$ cat src/rtl/scrwin_pkg.sv
package scrwin_pkg;

  typedef enum logic [1:0] {
    MODE_MONO4  = 2'd0,
    MODE_COL8   = 2'd1,
    MODE_COL16  = 2'd2,
    MODE_COL256 = 2'd3
  } disp_mode_e;

  // Modes whose pixel layout matches the old screen, so remapping is legal
  function automatic logic mode_allows_remap(input logic [1:0] m);
    return (m == MODE_MONO4) || (m == MODE_COL8);
  endfunction

endpackage

$ cat src/rtl/scrwin_direct_dec.sv
module scrwin_direct_dec #(
  parameter int ADDR_W   = 20,
  parameter int VRAM_AW  = 18,
  parameter int CLAIM_AW = 14,
  parameter logic [ADDR_W-1:0] WIN_BASE = 20'hC0000
) (
  input  logic               bus_valid,
  input  logic [ADDR_W-1:0]  bus_addr,
  input  logic               ext_claim,
  output logic               hit,
  output logic [VRAM_AW-1:0] vaddr
);
  localparam int TAG_W = ADDR_W - VRAM_AW;
  localparam logic [TAG_W-1:0] WIN_TAG = WIN_BASE[ADDR_W-1:VRAM_AW];

  logic in_win;
  logic in_top;

  assign in_win = (bus_addr[ADDR_W-1:VRAM_AW] == WIN_TAG);

  generate
    if (CLAIM_AW < VRAM_AW) begin : g_claim
      assign in_top = &bus_addr[VRAM_AW-1:CLAIM_AW];
    end else begin : g_noclaim
      assign in_top = 1'b0;
    end
  endgenerate

  assign hit   = bus_valid && in_win && !(ext_claim && in_top);
  assign vaddr = bus_addr[VRAM_AW-1:0];

endmodule

$ cat src/rtl/scrwin_legacy_map.sv
module scrwin_legacy_map
  import scrwin_pkg::*;
#(
  parameter int ADDR_W  = 20,
  parameter int VRAM_AW = 18,
  parameter int LEG_AW  = 15,
  parameter int SRC_RW  = 7,
  parameter int DST_RW  = 8,
  parameter logic [ADDR_W-1:0] LEG_BASE = 20'h20000
) (
  input  logic               bus_valid,
  input  logic               bus_wr,
  input  logic [ADDR_W-1:0]  bus_addr,
  input  logic [1:0]         disp_mode,
  output logic               hit,
  output logic [VRAM_AW-1:0] vaddr
);
  localparam int ROW_W = LEG_AW - SRC_RW;
  localparam int TAG_W = ADDR_W - LEG_AW;
  localparam logic [TAG_W-1:0] LEG_TAG = LEG_BASE[ADDR_W-1:LEG_AW];

  logic [ROW_W-1:0]  row;
  logic [SRC_RW-1:0] col;
  logic              in_leg;

  assign in_leg = (bus_addr[ADDR_W-1:LEG_AW] == LEG_TAG);
  assign row    = bus_addr[LEG_AW-1:SRC_RW];
  assign col    = bus_addr[SRC_RW-1:0];

  assign hit   = bus_valid && bus_wr && in_leg && mode_allows_remap(disp_mode);
  assign vaddr = (VRAM_AW'(row) << DST_RW) | VRAM_AW'(col);

endmodule

$ cat src/rtl/scrwin_out_reg.sv
module scrwin_out_reg #(
  parameter int VRAM_AW = 18,
  parameter int BE_W    = 4
) (
  input  logic               clk,
  input  logic               rst,
  input  logic               sel_d,
  input  logic               we_d,
  input  logic [VRAM_AW-1:0] addr_d,
  input  logic [BE_W-1:0]    be_d,
  output logic               sel_q,
  output logic               we_q,
  output logic [VRAM_AW-1:0] addr_q,
  output logic [BE_W-1:0]    be_q
);
  always_ff @(posedge clk) begin
    if (rst) begin
      sel_q  <= 1'b0;
      we_q   <= 1'b0;
      addr_q <= '0;
      be_q   <= '0;
    end else begin
      sel_q  <= sel_d;
      we_q   <= we_d;
      addr_q <= addr_d;
      be_q   <= be_d;
    end
  end
endmodule

$ cat src/rtl/scrwin_remap.sv
module scrwin_remap #(
  parameter int ADDR_W   = 20,
  parameter int VRAM_AW  = 18,
  parameter int BE_W     = 4,
  parameter int CLAIM_AW = 14,
  parameter int LEG_AW   = 15,
  parameter int SRC_RW   = 7,
  parameter int DST_RW   = 8,
  parameter logic [ADDR_W-1:0] WIN_BASE = 20'hC0000,
  parameter logic [ADDR_W-1:0] LEG_BASE = 20'h20000
) (
  input  logic               clk,
  input  logic               rst,
  input  logic               bus_valid,
  input  logic               bus_wr,
  input  logic [ADDR_W-1:0]  bus_addr,
  input  logic [BE_W-1:0]    bus_be,
  input  logic [1:0]         disp_mode,
  input  logic               ext_claim,
  output logic               vram_sel,
  output logic               vram_we,
  output logic [VRAM_AW-1:0] vram_addr,
  output logic [BE_W-1:0]    vram_be
);
  logic               dir_hit, leg_hit;
  logic [VRAM_AW-1:0] dir_addr, leg_addr;
  logic               sel_d, we_d;
  logic [VRAM_AW-1:0] addr_d;
  logic [BE_W-1:0]    be_d;

  scrwin_direct_dec #(
    .ADDR_W(ADDR_W), .VRAM_AW(VRAM_AW), .CLAIM_AW(CLAIM_AW), .WIN_BASE(WIN_BASE)
  ) u_dir (
    .bus_valid(bus_valid), .bus_addr(bus_addr), .ext_claim(ext_claim),
    .hit(dir_hit), .vaddr(dir_addr)
  );

  scrwin_legacy_map #(
    .ADDR_W(ADDR_W), .VRAM_AW(VRAM_AW), .LEG_AW(LEG_AW),
    .SRC_RW(SRC_RW), .DST_RW(DST_RW), .LEG_BASE(LEG_BASE)
  ) u_leg (
    .bus_valid(bus_valid), .bus_wr(bus_wr), .bus_addr(bus_addr),
    .disp_mode(disp_mode), .hit(leg_hit), .vaddr(leg_addr)
  );

  // Direct window wins; the two ranges never overlap at default parameters
  always_comb begin
    sel_d  = dir_hit || leg_hit;
    we_d   = 1'b0;
    addr_d = '0;
    be_d   = '0;
    if (dir_hit) begin
      we_d   = bus_wr;
      addr_d = dir_addr;
      be_d   = bus_be;
    end else if (leg_hit) begin
      we_d   = 1'b1;
      addr_d = leg_addr;
      be_d   = bus_be;
    end
  end

  scrwin_out_reg #(.VRAM_AW(VRAM_AW), .BE_W(BE_W)) u_out (
    .clk(clk), .rst(rst),
    .sel_d(sel_d), .we_d(we_d), .addr_d(addr_d), .be_d(be_d),
    .sel_q(vram_sel), .we_q(vram_we), .addr_q(vram_addr), .be_q(vram_be)
  );

endmodule

$ cat config.mk
export PLATFORM = sky130hd
export DESIGN_NAME = scrwin_remap
export DESIGN_NICKNAME = d
export VERILOG_FILES = /design/src/rtl/scrwin_pkg.sv /design/src/rtl/scrwin_direct_dec.sv /design/src/rtl/scrwin_legacy_map.sv /design/src/rtl/scrwin_out_reg.sv /design/src/rtl/scrwin_remap.sv
export SDC_FILE = /design/constraint.sdc
export NUM_CORES = 1
export LEC_CHECK = 0
export BUFFER_PORTS_ARGS = -buffer_cell sky130_fd_sc_hd__buf_4
export CORE_ASPECT_RATIO = 0.8
export CORE_MARGIN = 3
export CORE_UTILIZATION = 41
export DETAILED_ROUTE_END_ITERATION = 8
export PLACE_DENSITY = 0.85
export SETUP_SLACK_MARGIN = 0.4
export SLEW_MARGIN = 40
export SYNTH_ARGS = -nofsm -noshare
export SYNTH_HDL_FRONTEND = slang
export SYNTH_SLANG_ARGS = --single-unit
$ cat constraint.sdc
create_clock -name clk -period 1.2 [get_ports clk]
set_clock_uncertainty 0.2 [all_clocks]
set_input_delay 0.12 -clock clk [delete_from_list [all_inputs] [get_ports clk]]
set_output_delay 0.12 -clock clk [all_outputs]
set_load 0.1 [all_outputs]
==> results.cfg, run 1 <==
[placed_design]
dpl.cell_count = 156
place_congestion = 0.7134
port_buffers = 53

[outcome]
lastStage = global routing
firstError = [ERROR DPL-0038] Utilization greater than 100%, impossible to legalize
outcome = aborted with a tool error

[die]
initial_core_util_pct = 45.09
rows = 14
chipWidth_um = 57.93
io_pins = 55
die_y_um = 47.55

[synth]
synth_area_leaders = dfxtp_1 (54%), a21boi_2 (10%), nand4_1 (6.4%)
syn_area_per_cell_um2 = 11.64
synth_most_common_cell = dfxtp_1
synth_ff_type = dfxtp_1
synth_area_um2 = 884.6
synth_common_cells = dfxtp_1 (24), nand4_1 (9), a21boi_2 (8), a2bb2oi_1 (6), nor2_1 (5)
ys_ff_latch = 24
synth_top_area_cell = dfxtp_1
async_flop_share_pct = 0
syn_nets = 107
ys_seq_area_share_pct = 54.31
synth_top_area_share_pct = 54.31
syn_inst = 76
ys_types = 22
synth_edf_count = 0
yosysWarningCount = 0

[global_routing]
grt_max_degree = 15

[clock_tree]
ctsHtreeMaxLevel = 1
cts.sinks = 24
cts-buffers-inserted = 3
ctsLongestPathBuffers = 2
root_buffer = clkbuf_4

[timing]
endpoint_type = top-level output
worst_endpoint = vram_be[0]
## through the flow
step	hold slack [ns]	worst slack [ns]	TNS (ns)	utilization, %	area, um2
floorplan	0.02253	0.09266	0	-	969.7
global placement	0.1488	-0.05512	-0.4762	71.75	1408
detailed placement	0.1587	-0.1551	-1.316	71.75	1408
CTS	-0.1820	0.01332	0	92.47	1814
## what timing repair did
item	CTS
setup buffers	2
pin swaps	7
gates resized for setup	83
setup endpoints to repair	45
cloned	1
endpoints found under the hold margin	24
## cells by family after synthesis
family                 synth area share [%]
DFF                                   54.31
and+or+nand+nor                       16.55
AOI/OAI and AO/OA                     23.34
buffers and inverters                 5.797
==> run 2, diff against run 1 <==
--- a/config.mk
+++ b/config.mk
@@ -6,12 +6,10 @@
 export NUM_CORES = 1
 export LEC_CHECK = 0
 export BUFFER_PORTS_ARGS = -buffer_cell sky130_fd_sc_hd__buf_4
-export CORE_ASPECT_RATIO = 0.8
-export CORE_MARGIN = 3
-export CORE_UTILIZATION = 41
+export CORE_AREA = 3 3 64 66
 export DETAILED_ROUTE_END_ITERATION = 8
-export PLACE_DENSITY = 0.85
-export SETUP_SLACK_MARGIN = 0.4
+export DIE_AREA = 0 0 67 69
+export PLACE_DENSITY_LB_ADDON = 0.15
 export SLEW_MARGIN = 40
 export SYNTH_ARGS = -nofsm -noshare
 export SYNTH_HDL_FRONTEND = slang
==> run 2 against run 1 <==
  * The flow now finishes without violations
  * Synthesized cell count is the same
  * Synthesized area is the same
==> results.cfg, run 2 <==
[outcome]
outcome = completed

[timing]
worst_pin_slew_ns = 0.2814
finalHoldViolCount = 0
finalCritPeriodShare_pct = 97.92
tns_ns = 0
max_clock_freq_mhz = 851.0
maxSlewViolCount = 0
final-setup-viol-count = 0
timing.slew.headroom_pct = 81.40
layout_min_cycle_time_ns = 1.175
fin_ws_ns = 0.02498

[synth]
synth_edf_count = 0
synth_ff_type = dfxtp_1
synth_area_leaders = dfxtp_1 (54%), a21boi_2 (10%), nand4_1 (6.4%)
syn_inst = 76
synth_area_um2 = 884.6
async_flop_share_pct = 0
ys_types = 22
synth_most_common_cell = dfxtp_1
ys_seq_area_share_pct = 54.31
syn_area_per_cell_um2 = 11.64
ys_ff_latch = 24
synth_top_area_cell = dfxtp_1
synth_common_cells = dfxtp_1 (24), nand4_1 (9), a21boi_2 (8), a2bb2oi_1 (6), nor2_1 (5)
yosysWarningCount = 0
syn_nets = 107
synth_top_area_share_pct = 54.31

[worst_setup_path]
slowest_delay_ns = 0.32
end_kind = output pin
cp_max_fo = 1
slowest_stage = dfxtp_2
crit_required_ns = 0.88
worstSetupPathType = register to output pin
start_kind = register
cp_top_family = flip-flops
critPathArrivalTime_ns = 0.86
critPathBufInv = 1
critPathLaunch = u_out.addr_q[15]
cp_cell_sequence = buf_4

[power]
p_leak_uw = 0.0007676
max-vdd-ir-drop_v = 0.0004552
powerDensity_nw_per_um2 = 963.1

[clock_tree]
cts.sinks = 24
cts-buffers-inserted = 3
postCtsSetupRepairBufs = 0
root_buffer = clkbuf_8
ctsHtreeMaxLevel = 1
cts.clk_slew.worst_paths_ns = 0.08
cts_tree = built
ctsLongestPathBuffers = 2

[layout]
largest_reg_flops = 18
multi_input_area_um2 = 352.8
layout_commonest_cell = buf_4
layout_common_cells = buf_4 (46), dfxtp_2 (24), dlygate4sd3_1 (23), buf_6 (12), nand4_1 (9)
regMostFlops = u_out.addr_q
diodes = 0
instances_no_fill = 204
drive_gt1_share_pct = 62.82
area_growth_pct = 93.35
final_nets = 189
seq_area_um2 = 510.5
fill_cells = 354
largestRegisters = u_out.addr_q x18, u_out.be_q x4
finalInstanceArea_um2 = 1710
finish.utilization_pct = 47.07

[placed_design]
place_area_um2 = 1394
place_congestion = 0.6703
dpl.cell_count = 178
dpl_worst_slack_ns = -0.1142
port_buffers = 53
hpwlAfterDp_mm = 1.633

[global_routing]
busiest_layer = met2
gr-usage-met1_pct = 12.37
antenna_found_initial = 0
track_usage_pct = 10.20
grt-ovfl-total = 0
grt_first_pass_wirelength_mm = 3.670
met2_usage_pct = 17.03
grt_use_met3_pct = 2.769
grt_pass1_vias = 841
grt_max_degree = 16

[worst_hold_path]
hp-class = primary input to register
hold_start = bus_valid

[route]
drc = 0
viasPerCell = 4.206
vias = 858
totalWireLength_mm = 2.361
drt_first_pass_iters = 4
drtIter0Drc = 28
wl_per_cell_um = 11.57
antenna_left = 0

[die]
initial_core_util_pct = 24.35
die_area_um2 = 4623
die_y_um = 69
chipWidth_um = 67
core_um2 = 3633
io_pins = 55
rows = 22

[job]
max_cap_viol_count = 0
[run 2: cell counts after synthesis]
No cell type changed its count.
[run 2: final cells by class]
type                    count  share of cell area (%)
clock buffers               3                   2.414
inverters                   4                  0.8778
multi-input cells          43                   20.63
flip-flops and latches     24                   29.85
well taps                  48                   3.511
repair buffers             82                   42.72
[run 2: final timing paths]
path	end	slack (ns)	depth (start not counted)
max	vram_addr[15]	0.02	1
min	u_out.addr_q[15]	0.03	4
[run 2: routing by layer]
| layer | share of wire (%) | vias to the layer above |
|---|---|---|
| met3 | 7.9 | 2 |
| met2 | 51 | 34 |
| li1 | - | 434 |
| met4 | 0.34 | 0 |
| met5 | 0 | - |
| met1 | 41 | 388 |
[run 2: through the flow]
step,hold slack (ns),power (uW)
after floorplan,0.02480,1028
after global placement,0.1527,1153
after detailed placement,0.1553,1155
after CTS,0.04017,1665
after global routing,0.09896,1724
final,0.03361,1647
[run 2: cells by family after synthesis]
| logic type | share of synthesized area, % |
|---|---|
| DFF | 54.31 |
| AOI/OAI and AO/OA | 23.34 |
| and+or+nand+nor | 16.55 |
| buffers and inverters | 5.797 |
[run 2: power by group]
part | internal [uW] | switching (uW) | total [uW]
sequential | 816 | 6.33 | 822
clock | 223 | 221 | 445
combinational | 177 | 203 | 380
[run 2: repair_timing]
action / in CTS / in global routing
gates resized for setup: 0 / 12
hold buffers: 23 / 0
setup endpoints to repair: 0 / 12
endpoints found under the hold margin: 23 / 0
No activity file was read; power rests on OpenSTA's default activity.
